`config.mk`:
```
export PLATFORM = sky130hd
export DESIGN_NAME = irq_merge
export DESIGN_NICKNAME = d
export VERILOG_FILES = /design/src/rtl/irq_merge.sv
export SDC_FILE = /design/constraint.sdc
export NUM_CORES = 1
export LEC_CHECK = 0
export ABC_AREA = 1
export BUFFER_PORTS_ARGS = -buffer_cell sky130_fd_sc_hd__buf_2
export CAP_MARGIN = 30
export CORE_UTILIZATION = 42
export CTS_BUF_LIST = sky130_fd_sc_hd__clkbuf_4 sky130_fd_sc_hd__clkbuf_8 sky130_fd_sc_hd__clkbuf_16
export CTS_CLUSTER_SIZE = 40
export DETAILED_ROUTE_END_ITERATION = 8
export PLACE_DENSITY = 0.78
export SLEW_MARGIN = 20
export SYNTH_ARGS = -nofsm -noshare
export SYNTH_HDL_FRONTEND = slang
export SYNTH_SLANG_ARGS = --single-unit
```
`constraint.sdc`:
```
create_clock -name clk -period 1 [get_ports clk]
set_clock_uncertainty 0.15 [all_clocks]
set_input_delay 0.15 -clock clk [delete_from_list [all_inputs] [get_ports clk]]
set_output_delay 0.15 -clock clk [all_outputs]
set_load 0.005 [all_outputs]
```
`src/rtl/irq_merge.sv`:
```
module irq_merge #(
  parameter int VEC_W = 13,
  parameter logic [VEC_W-1:0] VECTOR = 13'h004,
  parameter int PORT_N = 4,
  parameter int SYNC_N = 2
) (
  input  logic              clk,
  input  logic              rst_n,
  input  logic              ext_pin,
  input  logic              tmr_ovf,
  input  logic [PORT_N-1:0] port_pins,
  input  logic              mem_wr_done,
  input  logic              wr_en,
  input  logic              wr_addr,
  input  logic [4:0]        wr_data,
  input  logic              rd_addr,
  output logic [4:0]        rd_data,
  input  logic              cyc_strobe,
  input  logic              cpu_ack,
  input  logic              reti,
  output logic              irq_req,
  output logic              wake,
  output logic              vec_valid,
  output logic [VEC_W-1:0]  vec_addr
);

  logic [SYNC_N-1:0] ext_sync;
  logic              ext_last;
  logic [PORT_N-1:0] port_sync [SYNC_N];
  logic [PORT_N-1:0] port_last;
  logic [3:0]        flags, en;
  logic              gie;

  wire ext_s      = ext_sync[SYNC_N-1];
  wire ext_rise   = ext_s & ~ext_last;
  wire port_chg   = |(port_sync[SYNC_N-1] ^ port_last);
  wire [3:0] hw_set = {mem_wr_done, port_chg, tmr_ovf, ext_rise};
  wire sw_flag_wr = wr_en & ~wr_addr;
  wire sw_en_wr   = wr_en & wr_addr;
  wire pending    = |(flags & en);
  wire accept     = cpu_ack & cyc_strobe & irq_req;

  assign irq_req  = gie & pending;
  assign wake     = pending;
  assign vec_addr = VECTOR;
  assign rd_data  = rd_addr ? {gie, en} : {1'b0, flags};

  always_ff @(posedge clk or negedge rst_n) begin
    if (!rst_n) begin
      ext_sync  <= '0;
      ext_last  <= 1'b0;
      port_last <= '0;
      for (int i = 0; i < SYNC_N; i++) port_sync[i] <= '0;
    end else begin
      ext_sync  <= {ext_sync[SYNC_N-2:0], ext_pin};
      ext_last  <= ext_s;
      port_sync[0] <= port_pins;
      for (int i = 1; i < SYNC_N; i++) port_sync[i] <= port_sync[i-1];
      port_last <= port_sync[SYNC_N-1];
    end
  end

  always_ff @(posedge clk or negedge rst_n) begin
    if (!rst_n) begin
      flags     <= '0;
      en        <= '0;
      gie       <= 1'b0;
      vec_valid <= 1'b0;
    end else begin
      flags     <= (sw_flag_wr ? wr_data[3:0] : flags) | hw_set;
      if (sw_en_wr) en <= wr_data[3:0];
      if (accept)        gie <= 1'b0;
      else if (reti)     gie <= 1'b1;
      else if (sw_en_wr) gie <= wr_data[4];
      vec_valid <= accept;
    end
  end


  tmr_flag_chk: assert property (@(posedge clk) disable iff (!rst_n)
    tmr_ovf |=> flags[1]);


  wake_cover_chk: assert property (@(posedge clk) disable iff (!rst_n)
    irq_req |-> wake);


  ack_clear_chk: assert property (@(posedge clk) disable iff (!rst_n)
    accept |=> (!gie && vec_valid));


  no_strobe_chk: assert property (@(posedge clk) disable iff (!rst_n)
    !cyc_strobe |=> !vec_valid);


  reti_set_chk: assert property (@(posedge clk) disable iff (!rst_n)
    (reti && !accept) |=> gie);


  sticky_flag_chk: assert property (@(posedge clk) disable iff (!rst_n)
    !sw_flag_wr |=> ((flags & $past(flags)) == $past(flags)));

endmodule

```
### Word level (Yosys, flattened, before mapping)

Index checks and enable logic that the tools add are counted.

| storage, ports and cells | value |
|---|---|
| output and inout port bits | 21 |
| logic and storage cells | 28 |
| flip-flop bits (word level) | 25 |

| cells by class | value |
|---|---|
| mux-type cells | 5 |
| bitwise operators | 11 |
| reductions and logical operators | 3 |

Operators by type and width:

| cell | number |
|---|---|
| 4-bit OR reduction | 2 |
| 1-bit bitwise AND | 6 |
| 5-bit two-way mux | 1 |
| 4-bit bitwise AND | 1 |
| 4-bit two-way mux | 1 |
| 4-bit bitwise OR | 1 |
| 4-bit bitwise XOR | 1 |
| 1-bit two-way mux | 3 |
| 3-bit nonzero test | 1 |
| 1-bit NOT | 2 |

### Logic depth before layout (Yosys ltp)

Gate-level depths: netlist of the first run.

| logic depth | value |
|---|---|
| depth in word-level cells | 5 |
| gate-level depth with buffers | 7 |

### Worst setup path after synthesis of the first run

Ideal clock, no wire load.

| timing path | value |
|---|---|
| path type | register -> register |
| start | register port_last[1] |
| end | register flags[2] |
| buffers on the path | 0 |
| required time | 0.723 ns |
| setup time | 0.127 ns |
| stages on the path, launching flop included | 4 |
| arrival | 0.747 ns |
| path slack | -0.024 ns |
| path through | dfrtp_1 -> or2_1 -> a21oi_1 -> nand3b_1 |

| on the way | value |
|---|---|
| longest elaborated chain between the ends | 3 |

Ends and longest elaborated chain:

| item | line | source |
|---|---|---|
| start, declared | 30 | `logic [PORT_N-1:0] port_last;` |
| start signal, assigned | 59 | `port_last <= port_sync[SYNC_N-1];` |
| 4-bit bitwise XOR | 36 | `wire port_chg = \|(port_sync[SYNC_N-1] ^ port_last);` |
| 4-bit OR reduction | 36 |  |
| 4-bit bitwise OR | 70 | `flags <= (sw_flag_wr ? wr_data[3:0] : flags) \| hw_set;` |
| end signal, assigned | 70 |  |
| end, declared | 31 | `logic [3:0] flags, en;` |

Every way passes these cells.
A chain may end at the register's enable or synchronous reset.

### Worst setup path in the final report of the first run

| timing path | value |
|---|---|
| start | register en[1] |
| end | output port irq_req |

| on the way | value |
|---|---|
| longest elaborated chain between the ends | 3 |

Ends and longest elaborated chain:

| item | line | source |
|---|---|---|
| start, declared | 31 |  |
| start signal, assigned | 71 | `if (sw_en_wr) en <= wr_data[3:0];` |
| 4-bit bitwise AND | 40 | `wire pending = \|(flags & en);` |
| 4-bit OR reduction | 40 |  |
| 1-bit bitwise AND | 43 | `assign irq_req = gie & pending;` |
| end, declared | 21 | `output logic irq_req,` |

Every way passes these cells.

==> results of run 1 <==
layout make-up:
type                       instances  area share (%)
timing repair buffer              52            26.3
clock buffer                       3            1.51
tap                               28            2.35
clock inverter                     1           0.503
inverter                          18            4.52
sequential                        25            41.9
multi-input combinational         63            22.9
state kept, by name (all words and copies together), names as in the netlist:
signal and flops:
vec_valid 1, en 4, ext_sync 2, flags 4, port_last 4, ext_last 1, port_sync 8, gie 1
per-stage QoR:
step / utilization (%) / instance area (um2) / std cells / setup TNS [ns] / power, W
after floorplan: - / 1110 / 119 / -0.0263 / 0.00133
after global placement: 53.2 / 1220 / 165 / -0.447 / 0.00142
after detailed placement: 53.2 / 1220 / 165 / -0.523 / 0.00144
after CTS: 62.7 / 1440 / 188 / -3.44 / 0.00198
after global routing: 65.0 / 1490 / 190 / -4.51 / 0.00215
final: 65.0 / 1490 / 190 / -3.85 / 0.00203
cell usage in the layout (no fill, tap or decap), types with 3 or more instances in the layout:
cell type	Yosys	routed
conb_1	2	13
dfrtp_1	25	25
inv_2	2	3
nand2_1	23	22
o21ai_1	7	6
nand2_2	4	5
buf_4	13	7
clkbuf_4	0	3
dlygate4sd3_1	0	15
buf_2	0	25
buf_6	0	4
inv_1	16	15
cell families after synthesis:
group                  Yosys count  share of synthesized area, %
AND/OR/NAND/NOR                 34                          14.8
buffers and inverters           31                          15.5
flip-flops                      25                          58.8
AO/OA/AOI/OAI                   12                          5.99
multiplexers                     4                          4.23
other                            2                         0.705
critical path, delay by kind of cell (launching register included):
family / cells / cell delay (ns)
buf+inv: 3 / 0.20
flops: 1 / 0.42
simple gates: 4 / 0.32
per-layer routing:
layer / GRT usage (%) / share of wire [%]
met1: 18.4 / 37
met2: 31.4 / 55
met3: 2.61 / 4.0
met4: 13.2 / 3.6
met5: 0 / 0
power groups by stage:
stage	combinational, W	clock, W	sequential, W
after floorplan	0.000193	0	0.00113
after global placement	0.000286	0	0.00114
after detailed placement	0.000296	0	0.00115
after CTS	0.000385	0.000469	0.00113
after global routing	0.000494	0.000512	0.00114
final	0.000447	0.000457	0.00113
path summary, 6_finish.rpt:
path / start / to / cells past startpoint
worst max-delay path: en[1] / irq_req / 7
worst max register to register: en[0] / gie / 9
worst min-delay path: wr_data[2] / flags[2] / 4
min in group asynchronous: rst_n / flags[0] / 3
max in group asynchronous: rst_n / flags[2] / 3
worst min register to register: port_sync[6] / port_sync[2] / 0
repair_timing:
action	CTS	global route
setup endpoints to repair	11	12
endpoints found under the hold margin	38	0
buffers inserted	4	2
gates resized for setup	3	9
hold buffers	15	0
pin swaps	0	2
==> flow_summary.json, run 1 <==
{
  "dp_hpwl_mm": 1.24,
  "synth_top_cell_by_area": "dfrtp_1",
  "cp.arrival_ns": 1.24,
  "end_kind": "primary output",
  "hold_violations": 0,
  "start_kind": "flip-flop",
  "route.detailed.drc": 0,
  "r2r_slack_ns": -0.31,
  "cp_slowest_cell": "dfrtp_1",
  "synth-seq-area-share_pct": 58.8,
  "track_usage_pct": 17.6,
  "die_w_um": 52.4,
  "synth_common_cells": "dfrtp_1, nand2_1, inv_1, buf_4, o21ai_1",
  "max_freq_mhz": 651,
  "multiInputGateArea_um2": 343,
  "cts_tree": "yes",
  "grt_overflow": 0,
  "holdWs_ns": 0.0710,
  "pwr-share-seq_pct": 55.6,
  "outcome": "complete, but fails checks",
  "power.share.clock_pct": 22.5,
  "power.net_switching_w": 0.000555,
  "ys_ff_latch": 25,
  "grt_pass1_wl_mm": 3.37,
  "n_antenna_cell": 0,
  "route.antenna.remaining_nets": 0,
  "antenna_found_initial": 0,
  "synth_flop_cell": "dfrtp_1",
  "path_max_fanout": 3,
  "crit_top_cell": "nand2_1",
  "report.final.setup_viol": 12,
  "cp_cell_sequence": "nand2_1 > nand2_1 > inv_2 > nand2_2 > inv_1 > nor2_1 > buf_2",
  "grt_max_degree": 26,
  "cts.sinks": 25,
  "cap_violations": 0,
  "synth.area.top_cells": "dfrtp_1, buf_4, nand2_1",
  "synth.distinct_cells": 16,
  "synth_area_um2": 1060,
  "syn_inst": 108,
  "yosys_warnings": 0,
  "synth_most_common_cell": "dfrtp_1",
  "area_growth_pct": 40.3,
  "wl_mm": 2.24,
  "syn_area_per_cell_um2": 9.86,
  "p_comb_share_pct": 22.0,
  "die_h_um": 52.4,
  "clock_latency_ns": 0.31,
  "cts_buffers": 3,
  "register_area_um2": 626,
  "synthArstFlopShare_pct": 100,
  "drt_iter0_markers": 16,
  "nets": 183,
  "clockRootBuffer": "clkbuf_4",
  "clockBufferDepth": 2,
  "swShare_pct": 27.3,
  "wl_per_cell_um": 11.8,
  "period_minus_slack_ns": 1.54,
  "p_leak_nw": 0.808,
  "h-tree-depth": 1,
  "drive_gt1_share_pct": 35.8,
  "dp_slack_ns": -0.143,
  "intPower_w": 0.00148,
  "portBuffers": 27,
  "setup_ws_ns": -0.536,
  "dieArea_um2": 2740,
  "ioPinCount": 41,
  "worstSetupPathType": "reg -> out",
  "grt_pass1_vias": 825,
  "slew_violations": 0,
  "rows": 17,
  "synth-edff-count": 0,
  "worstPathRequired_ns": 0.70,
  "hold_class": "in -> reg",
  "violations": "setup timing",
  "slowest_delay_ns": 0.42,
  "clk_pin_slew_ns": 0.14,
  "core-area_um2": 2300,
  "vdd_drop_max_v": 0.00109,
  "dr.pass1.iters": 4,
  "fillers": 165,
  "synthDominantCellAreaShare_pct": 58.8,
  "route.vias.total": 862,
  "initial_core_util_pct": 46.4,
  "rsz0062_at_grt": "yes",
  "vias_per_cell": 4.54,
  "routabilityCongestion": 0.716,
  "finalCritPeriodShare_pct": 154,
  "power_density_nw_per_um2": 1360
}
(Power assumes the default switching activity.)
==> inputs of run 2 (changes only) <==
- PLACE_DENSITY: 0.78 -> 0.71
==> run 2 against run 1 <==
  * The flow still finishes with violations (setup timing)
  * Routed wire length fell by 10%
  * Via count fell by 2.2%
  * Clock power fell by 4%
  * Fmax rose by 1.3%
  * Global-route usage fell by 2.2 points
  * First-iteration DRC count fell by 44%
  * Critical path depth did not move
  * Worst hold slack got worse by 0.033 ns
  * Critical path type unchanged
  * Largest cell class unchanged
==> flow_summary.json, run 2 (synthesis gave the netlist of run 1 again) <==
{
  "outcome": "complete, but fails checks",
  "rows": 17,
  "r2r-start": "flags[2]",
  "min_to": "gie",
  "dp_slack_ns": -0.116,
  "r2r_cells": 9,
  "largest_reg_flops": 8,
  "drt_iter0_markers": 9,
  "fin_area_um2": 1520,
  "cts.sinks": 25,
  "worstHoldStart": "wr_data[4]",
  "holdWs_ns": 0.0379,
  "n_antenna_cell": 0,
  "core-area_um2": 2300,
  "setup_ws_ns": -0.517,
  "route.detailed.drc": 0,
  "cp.arrival_ns": 1.22,
  "multiInputGateArea_um2": 347,
  "min_path_cells": 5,
  "p_comb_share_pct": 22.8,
  "finalCritPeriodShare_pct": 152,
  "slew_violations": 0,
  "grt_pass1_vias": 748,
  "clk_pin_slew_ns": 0.13,
  "intPower_w": 0.00149,
  "antenna_found_initial": 0,
  "rsz0062_at_grt": "yes",
  "fillers": 187,
  "cts_tree": "yes",
  "register_area_um2": 626,
  "grt_overflow": 0,
  "power_density_nw_per_um2": 1340,
  "h-tree-depth": 1,
  "drive_gt1_share_pct": 36.4,
  "nets": 186,
  "route.vias.total": 843,
  "postPlaceCellArea_um2": 1220,
  "max_freq_mhz": 659,
  "r2r_slack_ns": -0.28,
  "worstPathRequired_ns": 0.70,
  "mostFrequentLayoutCells": "dfrtp_1, buf_2, nand2_1, inv_1, dlygate4sd3_1",
  "cts_buffers": 3,
  "clockRootBuffer": "clkbuf_4",
  "worstSetupPathType": "reg -> out",
  "critPathLaunch": "flags[2]",
  "period_minus_slack_ns": 1.52,
  "wl_per_cell_um": 10.4,
  "hold_violations": 0,
  "hold_class": "in -> reg",
  "dp_hpwl_mm": 1.27,
  "area_growth_pct": 42.4,
  "power.share.clock_pct": 21.7,
  "pwr-share-seq_pct": 55.5,
  "initial_core_util_pct": 46.4,
  "p_leak_nw": 0.819,
  "wl_mm": 2.02,
  "clock_latency_ns": 0.31,
  "vias_per_cell": 4.37,
  "power.net_switching_w": 0.000534,
  "top_register": "port_sync",
  "dpl.cell_count": 165,
  "r2r_end": "gie",
  "die_w_um": 52.4,
  "grt_max_degree": 26,
  "routabilityCongestion": 0.790,
  "swShare_pct": 26.4,
  "track_usage_pct": 15.5,
  "die_h_um": 52.4,
  "grt_pass1_wl_mm": 3.02,
  "utilization_pct": 66.0,
  "clockBufferDepth": 2,
  "end_kind": "primary output",
  "stdcell_count": 193,
  "violations": "setup timing",
  "route.antenna.remaining_nets": 0,
  "dr.pass1.iters": 5,
  "start_kind": "flip-flop",
  "portBuffers": 27,
  "path_max_fanout": 3,
  "cap_violations": 0,
  "report.final.setup_viol": 11,
  "dieArea_um2": 2740,
  "vdd_drop_max_v": 0.00111,
  "ioPinCount": 41
}
-- run 2: critical path, stage by stage (launching register included) --
cell,delay (ns)
dfrtp_1,0.39
nand2_1,0.07
nand2_1,0.07
inv_1,0.05
nand2_2,0.08
inv_1,0.04
nor2_1,0.09
buf_2,0.12
-- run 2: area by class of cell --
type | instances | share of cell area [%]
inverters | 18 | 4.46
multi-input cells | 63 | 22.9
repair buffers | 55 | 27.1
clock inverters | 1 | 0.495
flip-flops and latches | 25 | 41.3
clock buffers | 3 | 1.49
well taps | 28 | 2.31
-- run 2: worst max-delay path by stage --
stage	end	depth (start not counted)
floorplan	flags[2]	3
global placement	irq_req	7
detailed placement	irq_req	7
CTS	irq_req	7
global route	irq_req	7
finish	irq_req	7
-- run 2: power by group through the flow --
stage / sequential (W) / clock [W] / combinational, W
floorplan: 0.00113 / 0 / 0.000193
global placement: 0.00114 / 0 / 0.000289
detailed placement: 0.00114 / 0 / 0.000294
CTS: 0.00112 / 0.000469 / 0.000398
global route: 0.00113 / 0.000498 / 0.000511
finish: 0.00112 / 0.000439 / 0.000463
-- run 2: stage by stage --
stage,power (W),setup TNS (ns)
final,0.00203,-3.65
after global routing,0.00214,-4.24
after CTS,0.00199,-3.37
after detailed placement,0.00144,-0.546
after global placement,0.00143,-0.494
after floorplan,0.00133,-0.0263
-- run 2: repair_timing --
action / 4_1_cts / 5_1_grt
gates resized for setup: 5 / 6
buffers inserted: 4 / 5
pin swaps: 3 / 2
cloned: 0 / 0
endpoints found under the setup margin: 11 / 12
hold buffers: 15 / 0
endpoints found under the hold margin: 39 / 0
-- run 2: metal layers --
| metal | wire (um) | track usage, % |
|---|---|---|
| met5 | 0 | 0 |
| met4 | 34 | 6.58 |
| met3 | 102 | 3.48 |
| met2 | 1080 | 27.2 |
| met1 | 800 | 17.8 |
==> inputs of run 3 (changes only) <==
- RECOVER_POWER: unset -> 25
- clock period: 1 -> 1.3 ns (I/O delays scaled with it)
==> run 3 against run 2 <==
  * The run still ends with setup timing left
  * Critical path type unchanged
  * Clock-buffer cell count unchanged
  * Register-to-register slack better by 0.43 ns
  * Highest routed layer unchanged
  * Largest power group unchanged
  * Final cell count down 5.7%
  * Worst setup slack better by 0.27 ns
==> flow_summary.json, run 3 (synthesis gave the netlist of run 1 again) <==
{
  "min_path_cells": 5,
  "dieArea_um2": 2740,
  "portBuffers": 27,
  "route.antenna.remaining_nets": 0,
  "vias_per_cell": 4.25,
  "route.vias.total": 774,
  "setup_ws_ns": -0.248,
  "stdcell_count": 182,
  "register_area_um2": 626,
  "slew_violations": 0,
  "routabilityCongestion": 0.781,
  "n_antenna_cell": 0,
  "finalCritPeriodShare_pct": 119,
  "clockBufferDepth": 2,
  "h-tree-depth": 1,
  "dr.pass1.iters": 4,
  "multiInputGateArea_um2": 330,
  "rows": 17,
  "initial_core_util_pct": 46.4,
  "top_register": "port_sync",
  "r2r_cells": 8,
  "worstPathRequired_ns": 0.95,
  "clock_latency_ns": 0.31,
  "violations": "setup timing",
  "cp_slowest_cell": "dfrtp_1",
  "r2r_slack_ns": 0.15,
  "critPathBufInv": 3,
  "fillers": 191,
  "outcome": "complete, but fails checks",
  "grt_pass1_vias": 699,
  "min_to": "vec_valid",
  "power_density_nw_per_um2": 1070,
  "wl_per_cell_um": 9.65,
  "path_max_fanout": 3,
  "wl_mm": 1.76,
  "slowest_delay_ns": 0.39,
  "clockRootBuffer": "clkbuf_4",
  "holdWs_ns": 0.0441,
  "grt_overflow": 0,
  "utilization_pct": 60.9,
  "cts_tree": "yes",
  "fin_area_um2": 1400,
  "nets": 175,
  "worstHoldStart": "cyc_strobe",
  "r2r_end": "gie",
  "area_growth_pct": 31.5,
  "end_kind": "primary output",
  "max_freq_mhz": 646,
  "r2r-start": "en[1]",
  "report.final.setup_viol": 7,
  "dpl.cell_count": 161,
  "cts_buffers": 3,
  "track_usage_pct": 14.4,
  "drive_gt1_share_pct": 31.8,
  "core-area_um2": 2300,
  "antenna_found_initial": 0,
  "p_leak_nw": 0.772,
  "layout_commonest_cell": "dfrtp_1",
  "clk_pin_slew_ns": 0.13,
  "cap_violations": 0,
  "largest_reg_flops": 8,
  "hold_class": "in -> reg",
  "postPlaceCellArea_um2": 1180,
  "mostFrequentLayoutCells": "dfrtp_1, buf_2, nand2_1, inv_1",
  "period_minus_slack_ns": 1.55,
  "cp.arrival_ns": 1.20,
  "worstMarginPinSlew_ns": 0.519,
  "cts.sinks": 25,
  "vdd_drop_max_v": 0.000812,
  "die_h_um": 52.4,
  "grt_pass1_wl_mm": 2.79,
  "drt_iter0_markers": 8,
  "hold_violations": 0,
  "slew_headroom_pct": 65.4,
  "start_kind": "flip-flop",
  "grt_max_degree": 26,
  "route.detailed.drc": 0,
  "worstSetupPathType": "reg -> out",
  "ioPinCount": 41,
  "dp_hpwl_mm": 1.19,
  "rsz0062_at_grt": "yes",
  "die_w_um": 52.4,
  "cp_cell_sequence": "nand2_1 > nand2_1 > inv_2 > nand2_4 > inv_2 > nor2_2 > buf_2",
  "crit_family": "flip-flops"
}
[run 3: changes by cell type in the layout (fill, tap and decap cells not counted), moves of 2 or more]
cell           delta
buf_4             -7
a21oi_1           +2
a21oi_2           -2
dlygate4sd3_1     -2
nand2_2           -2
[run 3: layout make-up]
cell class | count | share of cell area [%]
Sequential cell | 25 | 44.7
Inverter | 18 | 4.83
Timing Repair Buffer | 44 | 22.4
Multi-Input combinational cell | 63 | 23.6
Tap cell | 28 | 2.50
Clock inverter | 1 | 0.357
Clock buffer | 3 | 1.61
[run 3: timing repair]
| action | in CTS | in global routing |
|---|---|---|
| hold endpoints to repair | 37 | 0 |
| resized for setup | 2 | 7 |
| buffers inserted | 4 | 0 |
| endpoints found under the setup margin | 7 | 7 |
| cloned | 0 | 0 |
| hold buffers | 13 | 0 |
| pin swaps | 4 | 7 |
[run 3: worst min-delay path, delay by kind of cell]
kind	cells	cell delay (ns)
buffers and inverters	3	0.17
and+or+nand+nor	2	0.11
[run 3: per-layer routing]
layer  share of wire, %  vias up  global-route usage (%)
met5                  0        -                       0
met4               0.80        0                    10.5
met3                3.4        2                    1.74
met2                 55       22                    25.7
met1                 41      358                    15.3
li1                   -      392                       -
[run 3: metrics by stage]
step                power (W)  setup slack (ns)  setup TNS (ns)
CTS                   0.00148            -0.217           -1.06
detailed placement    0.00109             0.129               0
finish                0.00149            -0.248           -1.04
floorplan             0.00102             0.253               0
global route          0.00158            -0.339           -1.45
global placement      0.00109             0.135               0
[run 3: worst max-delay path by stage]
stage / to / from / cells after the start
after floorplan: irq_req / flags[2] / 6
after global placement: rd_data[2] / rd_addr / 3
after detailed placement: irq_req / flags[2] / 7
after CTS: irq_req / flags[2] / 7
after global routing: irq_req / flags[0] / 7
final: irq_req / en[1] / 7
[run 3: where the power goes]
| group | switching, W | total (W) | internal [W] |
|---|---|---|---|
| logic | 0.000139 | 0.000299 | 0.000160 |
| registers | 0.0000328 | 0.000864 | 0.000831 |
| clock network | 0.000215 | 0.000330 | 0.000115 |
